### src/rtl/vdl_pkg.sv
package vdl_pkg;
  typedef enum logic [1:0] {
    OP_OFFSET = 2'd0,
    OP_BASE   = 2'd1,
    OP_CALL   = 2'd2,
    OP_CONT   = 2'd3
  } vdl_op_e;
endpackage

### src/rtl/vdl_cmd_gate.sv
module vdl_cmd_gate (
  input  logic       valid_i,
  input  logic [1:0] op_i,
  input  logic       busy_i,
  output logic       ready_o,
  output logic       acc_offset_o,
  output logic       acc_base_o,
  output logic       acc_start_o,
  output logic       acc_cont_o
);
  import vdl_pkg::*;
  logic is_start;
  logic acc;

  assign is_start = (op_i == OP_CALL) || (op_i == OP_CONT);
  // starts stall while the processor runs
  assign ready_o  = !(is_start && busy_i);
  assign acc      = valid_i && ready_o;

  assign acc_offset_o = acc && (op_i == OP_OFFSET);
  assign acc_base_o   = acc && (op_i == OP_BASE);
  assign acc_start_o  = acc && is_start;
  assign acc_cont_o   = acc && (op_i == OP_CONT);
endmodule

### src/rtl/vdl_ptr_regs.sv
module vdl_ptr_regs #(
  parameter int PTR_W = 10,
  parameter int IMM_W = 16
) (
  input  logic             clk_i,
  input  logic             rst_ni,
  input  logic             acc_offset_i,
  input  logic             acc_base_i,
  input  logic             acc_start_i,
  input  logic [IMM_W-1:0] imm_i,
  output logic [PTR_W-1:0] tops_o,
  output logic [PTR_W-1:0] top_o,
  output logic             dbf_o
);
  logic [PTR_W-1:0] base_q, ofst_q, tops_q, top_q;
  logic             dbf_q;
  logic [PTR_W-1:0] imm_ptr;
  logic [PTR_W-1:0] alt_ptr;

  assign imm_ptr = imm_i[PTR_W-1:0];
  assign alt_ptr = base_q + ofst_q;  // wraps modulo 2**PTR_W

  always_ff @(posedge clk_i or negedge rst_ni) begin
    if (!rst_ni) begin
      base_q <= '0;
      ofst_q <= '0;
      tops_q <= '0;
      top_q  <= '0;
      dbf_q  <= 1'b0;
    end else if (acc_offset_i) begin
      ofst_q <= imm_ptr;
      dbf_q  <= 1'b0;
      tops_q <= base_q;
    end else if (acc_base_i) begin
      base_q <= imm_ptr;
    end else if (acc_start_i) begin
      top_q  <= tops_q;
      tops_q <= dbf_q ? base_q : alt_ptr;
      dbf_q  <= !dbf_q;
    end
  end

  assign tops_o = tops_q;
  assign top_o  = top_q;
  assign dbf_o  = dbf_q;
endmodule

### src/rtl/vdl_launch_ctrl.sv
module vdl_launch_ctrl #(
  parameter int PC_W  = 11,
  parameter int IMM_W = 16
) (
  input  logic             clk_i,
  input  logic             rst_ni,
  input  logic             acc_start_i,
  input  logic             acc_cont_i,
  input  logic [IMM_W-1:0] imm_i,
  input  logic [PC_W-1:0]  vu_pc_i,
  input  logic             vu_stop_i,
  output logic             start_o,
  output logic [PC_W-1:0]  start_pc_o,
  output logic             busy_o
);
  logic            start_q, busy_q;
  logic [PC_W-1:0] pc_q;

  always_ff @(posedge clk_i or negedge rst_ni) begin
    if (!rst_ni) begin
      start_q <= 1'b0;
      busy_q  <= 1'b0;
      pc_q    <= '0;
    end else begin
      start_q <= acc_start_i;
      if (acc_start_i) begin
        busy_q <= 1'b1;
        pc_q   <= acc_cont_i ? vu_pc_i : imm_i[PC_W-1:0];
      end else if (vu_stop_i) begin
        busy_q <= 1'b0;
      end
    end
  end

  assign start_o    = start_q;
  assign start_pc_o = pc_q;
  assign busy_o     = busy_q;
endmodule

### src/rtl/vdl_top.sv
module vdl_top #(
  parameter int PTR_W = 10,
  parameter int IMM_W = 16,
  parameter int PC_W  = 11
) (
  input  logic             clk_i,
  input  logic             rst_ni,
  input  logic             cmd_valid_i,
  input  logic [1:0]       cmd_op_i,
  input  logic [IMM_W-1:0] cmd_imm_i,
  output logic             cmd_ready_o,
  input  logic [PC_W-1:0]  vu_pc_i,
  input  logic             vu_stop_i,
  output logic [PTR_W-1:0] tops_o,
  output logic [PTR_W-1:0] top_o,
  output logic             dbf_o,
  output logic             start_o,
  output logic [PC_W-1:0]  start_pc_o,
  output logic             busy_o
);
  logic acc_offset, acc_base, acc_start, acc_cont;

  vdl_cmd_gate u_gate (
    .valid_i      (cmd_valid_i),
    .op_i         (cmd_op_i),
    .busy_i       (busy_o),
    .ready_o      (cmd_ready_o),
    .acc_offset_o (acc_offset),
    .acc_base_o   (acc_base),
    .acc_start_o  (acc_start),
    .acc_cont_o   (acc_cont)
  );

  vdl_ptr_regs #(.PTR_W(PTR_W), .IMM_W(IMM_W)) u_ptr (
    .clk_i        (clk_i),
    .rst_ni       (rst_ni),
    .acc_offset_i (acc_offset),
    .acc_base_i   (acc_base),
    .acc_start_i  (acc_start),
    .imm_i        (cmd_imm_i),
    .tops_o       (tops_o),
    .top_o        (top_o),
    .dbf_o        (dbf_o)
  );

  vdl_launch_ctrl #(.PC_W(PC_W), .IMM_W(IMM_W)) u_launch (
    .clk_i       (clk_i),
    .rst_ni      (rst_ni),
    .acc_start_i (acc_start),
    .acc_cont_i  (acc_cont),
    .imm_i       (cmd_imm_i),
    .vu_pc_i     (vu_pc_i),
    .vu_stop_i   (vu_stop_i),
    .start_o     (start_o),
    .start_pc_o  (start_pc_o),
    .busy_o      (busy_o)
  );
endmodule

### config.mk
export PLATFORM = sky130hd
export DESIGN_NAME = vdl_top
export DESIGN_NICKNAME = d
export VERILOG_FILES = /design/src/rtl/vdl_pkg.sv /design/src/rtl/vdl_cmd_gate.sv /design/src/rtl/vdl_ptr_regs.sv /design/src/rtl/vdl_launch_ctrl.sv /design/src/rtl/vdl_top.sv
export SDC_FILE = /design/constraint.sdc
export NUM_CORES = 1
export LEC_CHECK = 0
export ABC_CLOCK_PERIOD_IN_PS = 2200
export BUFFER_PORTS_ARGS = -buffer_cell sky130_fd_sc_hd__buf_2
export CAP_MARGIN = 40
export CORE_MARGIN = 3
export CORE_UTILIZATION = 35
export DETAILED_ROUTE_END_ITERATION = 10
export SLEW_MARGIN = 10
export SYNTH_ARGS = -nofsm -noshare
export SYNTH_HDL_FRONTEND = slang
export SYNTH_SLANG_ARGS = --single-unit
### constraint.sdc
create_clock -name clk_i -period 2.2 [get_ports clk_i]
set_input_delay 0.33 -clock clk_i [delete_from_list [all_inputs] [get_ports clk_i]]
set_output_delay 0.33 -clock clk_i [all_outputs]
set_load 0.02 [all_outputs]
Word-level counts from Yosys, hierarchy flattened
Index checks and enable logic that the tools add are counted.
{ "totals": {"inputBits": 33, "reg_bits": 54} }
{ "classes": {"addsub": 1, "bitwise_logic": 2, "reduce_logical": 15, "n_eq_ne": 4, "n_mux": 10} }
{ "op_table": {"columns": ["cell", "n"], "rows": [
  ["$mux 10", 4],
  ["$mux 11", 1],
  ["$add 10x10->10", 1],
  ["$logic_and 1x1->1", 6],
  ["$mux 1", 5],
  ["$eq 2x2->1 const B", 2],
  ["$reduce_and 2->1", 2],
  ["$reduce_bool 2->1", 2],
  ["$reduce_and 3->1", 1],
  ["$eq 2x1->1 const B", 1],
  ["$logic_not 1->1", 2],
  ["$logic_not 2->1", 1],
  ["$ne 2x2->1 const B", 1],
  ["$not 1->1", 2],
  ["$logic_or 1x1->1", 1]
]} }

Logic depth before layout (Yosys ltp)
{ "depth": {"ltp_word": 9, "depth_mapped": 8} }

Cells and area by module
A second synthesis with hierarchy kept.
{ "hier_totals": {"cells_unflattened": 225, "hier_area_um2": 2588.7} }
{ "modules_own_cells": {"columns": ["mod", "seq_area_each_um2", "area_each_um2", "n_inst", "cells_per_inst"], "rows": [
  ["vdl_ptr_regs", 1026.0, 1984.4, 1, 169],
  ["vdl_launch_ctrl", 325.3, 564.3, 1, 51],
  ["vdl_cmd_gate", 0.0, 40.0, 1, 5]
]} }

Least setup slack after synthesis
No wires, ideal clock.
{ "synth_timing": {"kind": "flip-flop to flip-flop", "startpoint": "register u_ptr.ofst_q[0]", "endpoint": "register u_ptr.tops_q[8] (netlist: u_ptr.tops_o[8])", "t_required_ps": 2069, "setup_slack_ps": -24, "stages_incl_launch_ff": 9, "t_arrival_ps": 2093, "synth_period_minus_slack_ps": 2224, "setup_time_ps": 131, "path_cell_list": "dfrtp_1 -> ha_1 -> fa_1 -> a211oi_2 -> nor3_1 -> o31a_1 -> or3_1 -> a31oi_1 -> o21ai_1"} }
{ "synth_between": {"elab_chain_cells": 5} }
{ "synth_lines": {"columns": ["element", "line_no", "rtl"], "rows": [
  ["start: declaration", "vdl_ptr_regs.sv:15", "logic [PTR_W-1:0] base_q, ofst_q, tops_q, top_q;"],
  ["start signal: assignment", "vdl_ptr_regs.sv:31", "ofst_q <= imm_ptr;"],
  ["$add 10x10->10", "vdl_ptr_regs.sv:21", "assign alt_ptr = base_q + ofst_q;"],
  ["$mux 10", "vdl_ptr_regs.sv:38", "tops_q <= dbf_q ? base_q : alt_ptr;"],
  ["$mux 10", "vdl_ptr_regs.sv:36", "end else if (acc_start_i) begin"],
  ["$mux 10", "vdl_ptr_regs.sv:34", "end else if (acc_base_i) begin"],
  ["$mux 10", "vdl_ptr_regs.sv:30", "end else if (acc_offset_i) begin"],
  ["end signal: assignment", "vdl_ptr_regs.sv:33", "tops_q <= base_q;"],
  ["end signal: assignment", "vdl_ptr_regs.sv:38", null],
  ["end: declaration", "vdl_ptr_regs.sv:15", null]
]} }
Every way passes these cells. The select of a mux whose other input is x is not followed.
A chain may end at the register's enable or synchronous reset.

Worst setup path in the final report
Ends and elaborated chain as after synthesis.

==> results.yml <==
sta:
  tns_ns: 0
  clock_skew_ns: 0.0118
  slew_violations: 0
  rsz0062_at_grt: "true"
  fmax_ghz: 0.459
  maxSlewHeadroom_pct: 58.0
  period_needed_ns: 2.18
  final.setup.worst_slack_ns: 0.0210
  period_share_pct: 99.0
  setup_viol_count_final: 0
  hold_viol_final: 0
  fin_hold_ws_ns: 0.0313
  worst_pin_slew_ns: 0.630
floorplanning:
  io_pins: 68
  chipHeight_um: 92.1
  die_w_um: 92.1
  core_um2: 6980
  die-area_um2: 8480
  initial_core_util_pct: 37.1
  placementRows: 30
run_status:
  outcome: "complete, no violations"
clock_network:
  clk_path_buf_depth: 2
  cts_tree: "done"
  clk_pin_slew_worst_paths_ns: 0.10
  cts_max_level: 2
  cts_sinks: 54
  cts.root.buffer_cell: "clkbuf_8"
  cts_buffers: 5
  insertion_delay_ns: 0.31
  postCtsHoldBufs: 0
route:
  wl_um: 5290
  wl_per_cell_um: 12.8
  via_per_inst: 4.69
  firstDrtPassIters: 4
  antenna_left: 0
  drt_iter0_drc: 56
  drc_errors: 0
  via_count: 1942
global_routing:
  grt-ovfl-total: 0
  grt_max_degree: 30
  grt_first_pass_wirelength_um: 9040
  grt_pass1_vias: 1862
  antenna_found_initial: 0
  grtUsageTotal_pct: 13.1
finish:
  drive_gt1_share_pct: 34.6
  diodes: 0
  final_common_cell: "buf_2"
  seqCellArea_um2: 1350
  layout_common_cells: "buf_2, nand2_1, dfrtp_1, o21ai_0, mux2_2"
  utilization_pct: 45.8
  nFillCells: 702
  layout.nets: 360
  multi_input_area_um2: 1190
  area_delta_synth_final_pct: 23.4
placement:
  io_buffers: 62
  hpwlAfterDp_um: 4100
  dp_slack_ns: -0.0454
  gp_congestion: 0.897
synth:
  ys_ff_latch: 54
  synth.area.top_cells: "dfrtp_1, mux2_2, nand2_1"
  yosysWarnings: 0
  yosysSeqAreaShare_pct: 52.1
  syn-num-nets: 287
  synth_top_area_cell: "dfrtp_1"
  yosysTopAreaCellShare_pct: 52.1
  synth_cell_types: 39
  avgSynthCellArea_um2: 10.6
  syn_area_um2: 2590
  synth_cells: 244
worst_setup_path:
  critPathMaxFanout: 2
  cp.arrival_ns: 2.37
  criticalPathCategory: "flop to flop"
  startpoint_type: "flop"
  cp-end-kind: "flop"
  cp_data_required_time_ns: 2.39
worst_hold_path:
  hold_class: "input port to asynchronous set/reset pin"
pwr:
  peakVddDrop_mv: 0.306
  p_per_area_nw_per_um2: 1060
  leakagePower_uw: 0.00162
run:
  maxCapViolCount: 0
per-stage QoR:
step | instances | total power (uW) | cell area [um2]
floorplan | 244 | 2310 | 2590
global placement | 405 | 2730 | 3080
detailed placement | 405 | 2760 | 3080
CTS | 414 | 3430 | 3200
global route | 414 | 3630 | 3200
finish | 414 | 3380 | 3200
state kept, by name (all words and copies together), names as in the netlist:
name / count
u_launch.busy_o: 1
u_ptr.ofst_q: 10
u_ptr.base_q: 10
u_ptr.top_o: 10
u_launch.start_o: 1
u_launch.start_pc_o: 11
u_ptr.tops_o: 10
u_ptr.dbf_o: 1
worst paths after layout:
check	start	endpoint	slack (ns)	cells after the start
max in group asynchronous	rst_ni	u_ptr.ofst_q[6]$_DFFE_PN0P_	1.51	2
min in group clk_i	vu_stop_i	u_launch.busy_o$_DFFE_PN0P_	0.22	2
hold / removal	rst_ni	u_launch.start_pc_o[4]$_DFFE_PN0P_	0.03	1
hold reg to reg	u_ptr.top_o[1]$_DFFE_PN0P_	u_ptr.top_o[1]$_DFFE_PN0P_	0.47	2
setup / recovery	u_ptr.ofst_q[0]$_DFFE_PN0P_	u_ptr.tops_o[8]$_DFFE_PN0P_	0.02	8
setup reg to reg	u_ptr.ofst_q[0]$_DFFE_PN0P_	u_ptr.tops_o[8]$_DFFE_PN0P_	0.02	8
logic make-up after synthesis:
family,after synthesis,synth area share (%)
AO/OA/AOI/OAI,47,10.8
XOR/XNOR,4,1.35
adder cells (fa/ha/maj),10,5.12
buffers and inverters,13,2.03
flip-flops,54,52.1
multiplexers,35,14.5
AND/OR/NAND/NOR,81,14.1
power by group:
group          total [uW]  internal [uW]  switching [uW]
Sequential           1450           1260             189
Clock                 652            340             312
Combinational        1280            550             732
layout make-up:
cell class	instances	area share [%]
clock buffers	6	2.27
multi-input cells	177	37.3
inverters	4	0.469
clock inverters	2	1.17
repair buffers	75	12.8
well taps	96	3.76
flip-flops and latches	54	42.3
synth_stat cells, drive strengths merged:
cell type	instances
a211oi	2
a21o	5
a21oi	10
a22oi	2
a2bb2oi	1
a31oi	1
buf	2
clkbuf	7
clkinv	1
dfrtp	54
fa	1
ha	9
inv	3
mux2	21
mux2i	14
nand2	54
nand2b	1
nand3	2
nand3b	4
nand4	2
nor2	6
nor2b	2
nor3	6
nor3b	1
nor4	1
o21ai	23
o21bai	1
o22a	1
o31a	1
or3	1
or3b	1
xnor2	2
xor2	2
worst max-delay path, stage by stage (launching register included):
cell and delay (ns):
dfrtp_1 0.41, ha_2 0.20, fa_2 0.35, a211oi_2 0.23, nor3_1 0.08, o31a_1 0.25
or3_1 0.30, a31oi_1 0.17, o21ai_1 0.07
repair_timing:
action,in CTS,in global routing
gates resized for setup,2,0
setup endpoints to repair,1,1
hold endpoints to repair,0,0
setup buffers,1,0
pin swaps,2,1
per-layer routing:
layer | global-route usage, % | wire length (um) | vias up
li1 | - | - | 997
met4 | 4.08 | 61 | 0
met2 | 20.3 | 2320 | 55
met1 | 18.5 | 2680 | 885
met3 | 2.54 | 232 | 5
met5 | 0 | 0 | -
(Power assumes the default switching activity.)
